<file path="src/rtl/sps_pkg.sv">
package sps_pkg;
  typedef enum logic [1:0] {
    SPS_IDLE = 2'd0,
    SPS_TX   = 2'd1,
    SPS_RX   = 2'd2
  } sps_mode_e;
endpackage

</file>
<file path="src/rtl/sps_clkgen.sv">
// Shift clock phase and pulse counter.
module sps_clkgen #(
  parameter int DATA_W = 8
) (
  input  logic clk,
  input  logic rst,
  input  logic tick,
  input  logic busy,
  input  logic load,
  output logic sck,
  output logic fall_now,
  output logic rise_now,
  output logic last_rise
);
  localparam int CNT_W = (DATA_W > 1) ? $clog2(DATA_W) : 1;
  localparam logic [CNT_W-1:0] LAST_CNT = CNT_W'(DATA_W - 1);

  logic [CNT_W-1:0] cnt_q;

  assign fall_now  = busy && tick && sck;
  assign rise_now  = busy && tick && !sck;
  assign last_rise = rise_now && (cnt_q == LAST_CNT);

  always_ff @(posedge clk) begin
    if (rst) begin
      sck   <= 1'b1;
      cnt_q <= '0;
    end else if (load) begin
      sck   <= 1'b1;
      cnt_q <= '0;
    end else if (fall_now) begin
      sck <= 1'b0;
    end else if (rise_now) begin
      sck   <= 1'b1;
      cnt_q <= last_rise ? '0 : cnt_q + 1'b1;
    end
  end
endmodule

</file>
<file path="src/rtl/sps_shifter.sv">
// Shared shift register for both directions.
module sps_shifter #(
  parameter int DATA_W = 8
) (
  input  logic              clk,
  input  logic              rst,
  input  logic              load_tx,
  input  logic              load_rx,
  input  logic              is_tx,
  input  logic              fall_now,
  input  logic              rise_now,
  input  logic [DATA_W-1:0] tx_data,
  input  logic              data_in,
  output logic              dout,
  output logic [DATA_W-1:0] sh_next
);
  logic [DATA_W-1:0] sh_q;
  logic              fill_bit;

  assign fill_bit = is_tx ? 1'b0 : data_in;

  generate
    if (DATA_W > 1) begin : g_wide
      assign sh_next = {fill_bit, sh_q[DATA_W-1:1]};
    end else begin : g_narrow
      assign sh_next = fill_bit;
    end
  endgenerate

  always_ff @(posedge clk) begin
    if (rst) begin
      sh_q <= '0;
      dout <= 1'b0;
    end else if (load_tx) begin
      sh_q <= tx_data;
      dout <= tx_data[0];
    end else if (load_rx) begin
      sh_q <= '0;
      dout <= 1'b0;
    end else begin
      if (fall_now && is_tx) dout <= sh_q[0];
      if (rise_now)          sh_q <= sh_next;
    end
  end
endmodule

</file>
<file path="src/rtl/sps_flags.sv">
// Sticky completion flags.
module sps_flags (
  input  logic clk,
  input  logic rst,
  input  logic set_tx,
  input  logic set_rx,
  input  logic clr,
  output logic tx_done,
  output logic rx_done
);
  always_ff @(posedge clk) begin
    if (rst) begin
      tx_done <= 1'b0;
      rx_done <= 1'b0;
    end else begin
      if (set_tx)   tx_done <= 1'b1;
      else if (clr) tx_done <= 1'b0;
      if (set_rx)   rx_done <= 1'b1;
      else if (clr) rx_done <= 1'b0;
    end
  end
endmodule

</file>
<file path="src/rtl/sync_shift_port.sv">
module sync_shift_port #(
  parameter int DATA_W = 8
) (
  input  logic              clk,
  input  logic              rst,
  input  logic              tick,
  input  logic              start_tx,
  input  logic [DATA_W-1:0] tx_data,
  input  logic              start_rx,
  input  logic              done_clr,
  input  logic              data_in,
  output logic              sck_o,
  output logic              data_o,
  output logic              data_oe,
  output logic [DATA_W-1:0] rx_data,
  output logic              tx_done,
  output logic              rx_done
);
  import sps_pkg::*;

  sps_mode_e         mode_q;
  logic              idle, busy, is_tx;
  logic              acc_tx, acc_rx;
  logic              fall_now, rise_now, last_rise;
  logic [DATA_W-1:0] sh_next;

  assign idle   = (mode_q == SPS_IDLE);
  assign busy   = !idle;
  assign is_tx  = (mode_q == SPS_TX);
  assign acc_tx = idle && start_tx;
  assign acc_rx = idle && start_rx && !start_tx;

  always_ff @(posedge clk) begin
    if (rst) begin
      mode_q  <= SPS_IDLE;
      data_oe <= 1'b0;
      rx_data <= '0;
    end else if (acc_tx) begin
      mode_q  <= SPS_TX;
      data_oe <= 1'b1;
    end else if (acc_rx) begin
      mode_q  <= SPS_RX;
      data_oe <= 1'b0;
    end else if (last_rise) begin
      mode_q  <= SPS_IDLE;
      data_oe <= 1'b0;
      if (!is_tx) rx_data <= sh_next;
    end
  end

  sps_clkgen #(.DATA_W(DATA_W)) u_clk (
    .clk(clk), .rst(rst), .tick(tick), .busy(busy),
    .load(acc_tx || acc_rx), .sck(sck_o),
    .fall_now(fall_now), .rise_now(rise_now), .last_rise(last_rise)
  );

  sps_shifter #(.DATA_W(DATA_W)) u_sh (
    .clk(clk), .rst(rst), .load_tx(acc_tx), .load_rx(acc_rx),
    .is_tx(is_tx), .fall_now(fall_now), .rise_now(rise_now),
    .tx_data(tx_data), .data_in(data_in), .dout(data_o), .sh_next(sh_next)
  );

  sps_flags u_flags (
    .clk(clk), .rst(rst),
    .set_tx(last_rise && is_tx), .set_rx(last_rise && !is_tx),
    .clr(done_clr), .tx_done(tx_done), .rx_done(rx_done)
  );
endmodule

</file>
<file path="config.mk">
export PLATFORM = sky130hd
export DESIGN_NAME = sync_shift_port
export DESIGN_NICKNAME = d
export VERILOG_FILES = /design/src/rtl/sps_pkg.sv /design/src/rtl/sps_clkgen.sv /design/src/rtl/sps_shifter.sv /design/src/rtl/sps_flags.sv /design/src/rtl/sync_shift_port.sv
export SDC_FILE = /design/constraint.sdc
export NUM_CORES = 1
export LEC_CHECK = 0
export BUFFER_PORTS_ARGS = -buffer_cell sky130_fd_sc_hd__buf_2
export CAP_MARGIN = 15
export CORE_MARGIN = 2
export CORE_UTILIZATION = 56
export DETAILED_ROUTE_END_ITERATION = 7
export GPL_ROUTABILITY_DRIVEN = 0
export HOLD_SLACK_MARGIN = 0.06
export PLACE_DENSITY_LB_ADDON = 0.12
export SYNTH_ARGS = -nofsm -noshare
export SYNTH_HDL_FRONTEND = slang
export SYNTH_SLANG_ARGS = --single-unit
</file>
<file path="constraint.sdc">
create_clock -name clk -period 3.45 [get_ports clk]
set_clock_uncertainty 0.1 [all_clocks]
set_input_delay 0.1725 -clock clk [delete_from_list [all_inputs] [get_ports clk]]
set_output_delay 0.1725 -clock clk [all_outputs]
set_load 0.05 [all_outputs]
</file>
==> results of run 1 <==
[cell usage in the layout, fill, tap and decap left out, types with 4 or more instances in the layout]
cell type / synthesis / routed
o21ai_0: 5 / 5
o21a_1: 6 / 6
nand4b_1: 4 / 4
a21oi_1: 15 / 15
inv_1: 9 / 9
a31oi_1: 6 / 6
dlygate4sd3_1: 0 / 4
buf_2: 4 / 27
a211oi_1: 5 / 5
o221a_2: 4 / 4
dfxtp_1: 25 / 25
nand2_1: 19 / 19
o221a_1: 4 / 4
[state kept, by name, indices dropped and copies added, names as in the netlist]
name / flops
u_flags.tx_done: 1
rx_data: 8
u_sh.dout: 1
u_clk.cnt_q: 3
mode_q: 2
u_sh.sh_q: 8
u_flags.rx_done: 1
u_clk.sck: 1
[metrics by stage]
| stage | power [W] | utilization (%) | worst slack [ns] |
|---|---|---|---|
| 2_1_floorplan | 0.000423 | - | 1.74 |
| 3_3_place_gp | 0.000445 | 66.3 | 1.56 |
| 3_5_place_dp | 0.000450 | 66.3 | 1.43 |
| 4_1_cts | 0.000577 | 69.7 | 1.40 |
| 5_1_grt | 0.000602 | 69.7 | 1.18 |
| 6_report | 0.000575 | 69.7 | 1.37 |
[worst max-delay path, stage by stage, from the launching register on]
cell and delay [ns]:
dfxtp_1 0.48, o21ai_1 0.80, o22ai_2 0.32, a311oi_1 0.31
[logic make-up (layout without fill, tap and decap cells)]
group                      count (synthesis)  after routing  synth area share [%]
buffers and inverters                     21             44                  7.43
adders and majority gates                  2              2                  2.03
xor gates and xnor gates                   1              1                 0.712
DFF                                       25             25                  40.7
and+or+nand+nor                           38             38                  16.6
AOI/OAI and AO/OA                         55             55                  32.6
[layer usage]
layer / GRT usage, % / routed length [µm] / part of all wire, % / vias to the layer above
li1: - / - / - / 569
met1: 29.5 / 1270 / 46 / 546
met2: 39.5 / 1370 / 49 / 39
met3: 2.92 / 122 / 4.4 / 4
met4: 4.95 / 17 / 0.61 / 0
met5: 0 / 0 / 0 / -
[power breakdown]
part,switching (W),internal (W),leakage (nW)
registers,0.0000224,0.000305,0.204
logic,0.0000683,0.0000529,0.320
clock network,0.0000832,0.0000432,0.0177
total,0.000174,0.000401,0.541
[worst paths after layout]
path | from | endpoint | slack [ns] | cells past startpoint
max | mode_q[1] | u_sh.sh_q[7] | 1.37 | 3
min | tx_data[6] | u_sh.sh_q[6] | 0.07 | 3
max reg2reg | mode_q[1] | u_sh.sh_q[7] | 1.37 | 3
min reg2reg | rx_data[2] | rx_data[2] | 0.36 | 2
[area by class of cell]
type / count / share of cell area (%)
clock buffer: 3 / 1.60
clock inverter: 1 / 0.355
inverter: 9 / 2.40
multi-input combinational: 96 / 45.3
sequential: 25 / 35.5
tap: 27 / 2.40
timing repair buffer: 31 / 12.4
[repair_timing]
| action | in CTS | in global routing |
|---|---|---|
| hold buffers | 4 | 0 |
| resized for setup | 0 | 0 |
| hold endpoints to repair | 6 | 0 |
==> impl_metrics.tcl, run 1 <==
set metrics [dict create \
    status "completed" \
    die_h_um 50.9 \
    antenna_left 0 \
    fin_hold_ws_ns 0.0739 \
    viasPerCell 6.03 \
    cp-start-kind "flop" \
    postSynthCellCount 142 \
    diodes 0 \
    leakage_nw 0.541 \
    core_um2 2020 \
    maxSlewViolCount 0 \
    num-nets-final 183 \
    place_hpwl_um 1980 \
    dp.cells 184 \
    synth_top_cells_by_area "dfxtp_1 41%, a21oi_1 6.1%, nand2_1 5.8%" \
    yosys-top-cells-count "25 x dfxtp_1, 19 x nand2_1, 15 x a21oi_1, 9 x inv_1, 7 x clkbuf_1" \
    synth.most_common_cell "dfxtp_1" \
    rows 16 \
    regArea_um2 500 \
    ys_seq_area_share_pct 40.7 \
    gr-total-overflow 0 \
    cp-end-kind "flop" \
    ios 28 \
    antenna_found_initial 0 \
    cts_setup_buffers 0 \
    drcViolationCount 0 \
    cts_buffer_depth 2 \
    synthToLayoutAreaGrowth_pct 14.5 \
    cts_sinks 25 \
    yosysWarnings 0 \
    fmax_ghz 0.481 \
    syn-num-nets 159 \
    drtPass1Iterations 5 \
    postPlaceCellArea_um2 1340 \
    vdd.ir_drop.worst_uv 254 \
    async_flop_share_pct 0 \
    ys_types 34 \
    synth.cell_area_um2 1230 \
    cts_tree "done" \
    grt_pass1_wl_um 4450 \
    die_area_um2 2590 \
    ys_ff_latch 25 \
    drive_gt1_share_pct 24.8 \
    period_share_pct 60.2 \
    io_buffers 27 \
    hp-class "in -> reg" \
    syn_avg_cell_area_um2 8.66 \
    wirelength_um 2780 \
    synth_top_area_cell "dfxtp_1" \
    max_slew.worst_pin.slew_ns 0.948 \
    root_buffer "clkbuf_4" \
    setup_viol 0 \
    synthFlopType "dfxtp_1" \
    synth_edf_count 0 \
    maxCapViolCount 0 \
    grt_pass1_vias 982 \
    clock_latency_ns 0.31 \
    cp.required_ns 3.58 \
    crit_type "reg -> reg" \
    grt_max_degree 23 \
    final_area_um2 1410 \
    fp.dieW_um 50.9 \
    cts.clk_slew.worst_paths_ns 0.14 \
    fillers 172 \
    multi_input_area_um2 638 \
    setup-tns-final_ns 0 \
    cts_buffers 3 \
    rsz0062_at_grt "false" \
    h-tree-depth 1 \
    drtIter0Drc 16 \
    min_period_ns 2.08 \
    synth_top_area_share_pct 40.7 \
    vias 1158 \
    hold_viol 0 \
    relSlewSlack_pct 36.4 \
    initial_utilization_pct 60.8 \
    path_max_fanout 16 \
    grt_util_all_layers_pct 22.5 \
    power_density_nw_per_um2 408 \
    detail_route.wl_per_cell_um 14.5 \
    cp_data_arrival_time_ns 2.21 \
    fin_cells 192 \
]
Note: power is estimated with default switching activity, not from simulation.
==> run 2, diff against run 1 <==
--- a/config.mk
+++ b/config.mk
@@ -8,7 +8,7 @@
 export BUFFER_PORTS_ARGS = -buffer_cell sky130_fd_sc_hd__buf_2
 export CAP_MARGIN = 15
 export CORE_MARGIN = 2
-export CORE_UTILIZATION = 56
+export CORE_UTILIZATION = 47
 export DETAILED_ROUTE_END_ITERATION = 7
 export GPL_ROUTABILITY_DRIVEN = 0
 export HOLD_SLACK_MARGIN = 0.06
==> constraint.sdc (replaced) <==
create_clock -name clk -period 1.76 [get_ports clk]
set_clock_uncertainty 0.1 [all_clocks]
set_input_delay 0.088 -clock clk [delete_from_list [all_inputs] [get_ports clk]]
set_output_delay 0.088 -clock clk [all_outputs]
set_load 0.05 [all_outputs]
==> run 2 against run 1 <==
Non-clock buffer count is 18 higher; hold slack better by 0.0078 ns; critical path depth is 2 higher; cell area is 11% higher; critical path type unchanged; first-iteration DRC count is 6.3% lower; highest routed layer unchanged; via count is 2.9% higher; sequential share of layout area is 3.6 points lower; critical endpoint is now u_sh.sh_q[0]; wire length is 11% higher; final cell count is 11% higher; combinational power is 140% higher; die area is 18% higher; worst setup slack worse by 1.2 ns.
==> impl_metrics.tcl, run 2 (same netlist as run 1, synthesis figures left out) <==
set metrics [dict create \
    fillers 229 \
    leakage_nw 0.621 \
    cts_buffers 3 \
    crit_type "reg -> reg" \
    final_common_cell "buf_2" \
    r2r_slack_ns 0.14 \
    io_buffers 27 \
    reg_top3 "rx_data: 8 flops, u_sh.sh_q: 8 flops, u_clk.cnt_q: 3 flops" \
    viasPerCell 5.60 \
    setup-tns-final_ns 0 \
    cts_sinks 25 \
    mostFrequentLayoutCells "27 x buf_2, 25 x dfxtp_1, 19 x nand2_1" \
    maxSlewViolCount 0 \
    antenna_found_initial 0 \
    drtIter0Drc 15 \
    pwr-share-comb_pct 24.7 \
    dp.cells 196 \
    cp.required_ns 1.90 \
    fp.dieW_um 55.2 \
    p_seq_share_pct 53.0 \
    hold_viol 0 \
    die_area_um2 3040 \
    grt_pass1_vias 1050 \
    wirelength_um 3100 \
    ios 28 \
    cts.clk_slew.worst_paths_ns 0.15 \
    sw_frac_of_total_pct 30.8 \
    h-tree-depth 1 \
    grt_util_all_layers_pct 21.6 \
    drive_gt1_share_pct 27.9 \
    diodes 0 \
    detail_route.wl_per_cell_um 14.5 \
    place_hpwl_um 2140 \
    cts_buffer_depth 2 \
    min_period_ns 1.62 \
    initial_utilization_pct 49.6 \
    p_clk_share_pct 22.3 \
    grt_pass1_wl_um 4690 \
    vdd.ir_drop.worst_uv 443 \
    num-nets-final 201 \
    fin_hold_ws_ns 0.0817 \
    period_share_pct 92.1 \
    path_max_fanout 15 \
    status "completed" \
    power_density_nw_per_um2 757 \
    root_buffer "clkbuf_4" \
    core_um2 2480 \
    power_w 0.00119 \
    drcViolationCount 0 \
    rows 18 \
    synthToLayoutAreaGrowth_pct 27.5 \
    internal_power_w 0.000821 \
    clock_latency_ns 0.33 \
    cp-end-kind "flop" \
    cp_data_arrival_time_ns 1.76 \
    grt_max_degree 23 \
    setup_viol 0 \
    fmax_ghz 0.617 \
    gr-total-overflow 0 \
    max_slew.worst_pin.slew_ns 0.444 \
    fin_cells 213 \
    relSlewSlack_pct 70.4 \
    die_h_um 55.2 \
    drtPass1Iterations 4 \
    vias 1192 \
    cp-start-kind "flop" \
    cts_tree "done" \
    hp-class "in -> reg" \
    rsz0062_at_grt "false" \
    power_switching_w 0.000365 \
    maxCapViolCount 0 \
    antenna_left 0 \
]
[run 2: power by group through the flow]
stage / clock network (W) / registers, W / logic [W]
finish: 0.000265 / 0.000628 / 0.000293
global route: 0.000291 / 0.000633 / 0.000317
CTS: 0.000271 / 0.000628 / 0.000291
detailed placement: 0 / 0.000640 / 0.000270
global placement: 0 / 0.000639 / 0.000265
floorplan: 0 / 0.000652 / 0.000177
[run 2: worst paths after layout]
| kind | from | end | depth (start not counted) |
|---|---|---|---|
| max | mode_q[1] | u_sh.sh_q[0] | 5 |
| min | rst | rx_data[6] | 2 |
| max reg2reg | mode_q[1] | u_sh.sh_q[0] | 5 |
| min reg2reg | rx_data[2] | rx_data[2] | 2 |
[run 2: stage by stage]
stage	area (µm²)	setup slack [ns]	util, %
after floorplan	1230	0.0532	-
after global placement	1410	0.226	57.0
after detailed placement	1410	0.117	57.0
after CTS	1560	0.107	63.0
after global routing	1570	0.0106	63.3
final	1570	0.139	63.3
[run 2: routing by layer]
layer	share of wire [%]	global-route usage, %	vias to the layer above
met4	1.2	7.32	0
li1	-	-	600
met5	0	0	-
met2	50	38.1	29
met3	2.9	2.42	4
met1	46	27.1	559
[run 2: critical path: stages, from the launching register on]
cell and delay, ns:
dfxtp_1 0.36, buf_4 0.20, o21ai_1 0.17, buf_4 0.21, o221a_2 0.26, a311oi_1 0.24
[run 2: timing repair]
item	in CTS	in global routing
buffers inserted	0	1
endpoints found under the hold margin	15	0
resized for setup	0	0
hold buffers	12	0
endpoints found under the setup margin	0	8
[run 2: area by class of cell]
class | instances | area [µm²] | area share (%)
multi-input cells | 96 | 638 | 40.7
well taps | 30 | 37.5 | 2.39
flip-flops and latches | 25 | 500 | 31.9
clock buffers | 3 | 22.5 | 1.44
clock inverters | 1 | 5.00 | 0.319
inverters | 9 | 33.8 | 2.15
repair buffers | 49 | 330 | 21.1
==> run 3, diff against run 2 <==
--- a/config.mk
+++ b/config.mk
@@ -11,6 +11,7 @@
 export CORE_UTILIZATION = 47
 export DETAILED_ROUTE_END_ITERATION = 7
 export GPL_ROUTABILITY_DRIVEN = 0
+export GPL_TIMING_DRIVEN = 0
 export HOLD_SLACK_MARGIN = 0.06
 export PLACE_DENSITY_LB_ADDON = 0.12
 export SYNTH_ARGS = -nofsm -noshare
==> run 3 against run 2 <==
Clock power about the same; combinational power barely moved; core utilization down 0.56 points; fmax down 1.1%; wire length is 2.3% lower; die area unchanged; register-to-register slack got worse by 0.02 ns; critical path type unchanged.
==> impl_metrics.tcl, run 3 (same netlist as run 1, synthesis figures left out) <==
set metrics [dict create \
    cts_buffer_depth 2 \
    max_slew.worst_pin.slew_ns 0.511 \
    hp-class "in -> reg" \
    crit_type "reg -> reg" \
    min_period_ns 1.64 \
    maxSlewViolCount 0 \
    num-nets-final 202 \
    antenna_left 0 \
    leakage_nw 0.603 \
    fin_cells 214 \
    grt_pass1_vias 1064 \
    power_density_nw_per_um2 760 \
    final_common_cell "buf_2" \
    fp.dieW_um 55.2 \
    h-tree-depth 1 \
    gr-total-overflow 0 \
    setup-tns-final_ns 0 \
    io_buffers 27 \
    synthToLayoutAreaGrowth_pct 26.3 \
    rows 18 \
    wirelength_um 3030 \
    cp-start-kind "flop" \
    postPlaceCellArea_um2 1400 \
    cp_data_arrival_time_ns 1.74 \
    antenna_found_initial 0 \
    viasPerCell 5.67 \
    cts_setup_buffers 0 \
    clock_latency_ns 0.32 \
    cp.required_ns 1.86 \
    core_um2 2480 \
    final_area_um2 1550 \
    fmax_ghz 0.610 \
    maxCapViolCount 0 \
    initial_utilization_pct 49.6 \
    relSlewSlack_pct 66.0 \
    hold_viol 0 \
    reg_top3 "rx_data: 8 flops, u_sh.sh_q: 8 flops, u_clk.cnt_q: 3 flops" \
    grt_pass1_wl_um 4780 \
    ios 28 \
    grt_util_all_layers_pct 21.8 \
    root_buffer "clkbuf_4" \
    status "completed" \
    cts_buffers 3 \
    vdd.ir_drop.worst_uv 466 \
    cts_sinks 25 \
    diodes 0 \
    grt_max_degree 16 \
    cp-end-kind "flop" \
    drcViolationCount 0 \
    drtIter0Drc 14 \
    vias 1214 \
    drive_gt1_share_pct 25.0 \
    drtPass1Iterations 4 \
    mostFrequentLayoutCells "31 x buf_2, 25 x dfxtp_1, 19 x nand2_1" \
    place_hpwl_um 2140 \
    die_area_um2 3040 \
    period_share_pct 93.2 \
    die_h_um 55.2 \
    rsz0062_at_grt "false" \
    path_max_fanout 10 \
    cts_tree "done" \
    dp.cells 199 \
    setup_viol 0 \
    cts.clk_slew.worst_paths_ns 0.14 \
    detail_route.wl_per_cell_um 14.1 \
]
## run 3: final cells by class
type	instances	area (µm²)
multi-input combinational	96	643
clock buffer	3	22.5
clock inverter	1	7.51
timing repair buffer	39	255
fill	238	923
buffer	11	53.8
inverter	9	33.8
tap	30	37.5
sequential	25	500
## run 3: stage by stage
step | power (W) | hold slack [ns] | worst slack (ns) | utilization [%]
floorplan | 0.000828 | 0.0667 | 0.0532 | -
global placement | 0.000898 | 0.204 | 0.140 | 56.6
detailed placement | 0.000900 | 0.216 | 0.134 | 56.6
CTS | 0.00119 | 0.0677 | 0.0953 | 62.7
global route | 0.00125 | 0.0771 | 0.0205 | 62.7
finish | 0.00118 | 0.0935 | 0.120 | 62.7
## run 3: final timing paths
kind | from | cells past startpoint | to | slack (ns)
max | u_clk.sck | 4 | u_sh.sh_q[6] | 0.12
min | start_tx | 4 | u_sh.sh_q[7] | 0.09
max reg2reg | u_clk.sck | 4 | u_sh.sh_q[6] | 0.12
min reg2reg | rx_data[7] | 2 | rx_data[7] | 0.36
## run 3: power breakdown
part | internal [W] | total [W] | switching [W] | leakage (nW)
clock | 0.0000869 | 0.000265 | 0.000179 | 0.0139
sequential | 0.000598 | 0.000625 | 0.0000268 | 0.204
combinational | 0.000131 | 0.000290 | 0.000159 | 0.385
## run 3: what timing repair did
action                     CTS  global route
hold endpoints to repair    17             0
hold buffers                12             0
setup endpoints to repair    0             7
resized for setup            0             1
## run 3: routing by layer
metal | wire (µm) | part of all wire [%] | track usage (%)
met5 | 0 | 0 | 0
met1 | 1400 | 46 | 28.6
met2 | 1490 | 49 | 37.5
met4 | 24 | 0.79 | 6.50
met3 | 111 | 3.7 | 2.42
## run 3: worst max-delay path, stage by stage, from the launching register on
cell and delay, ns:
dfxtp_1 0.34, clkbuf_1 0.33, clkbuf_1 0.43, o221a_1 0.27
a211oi_1 0.05
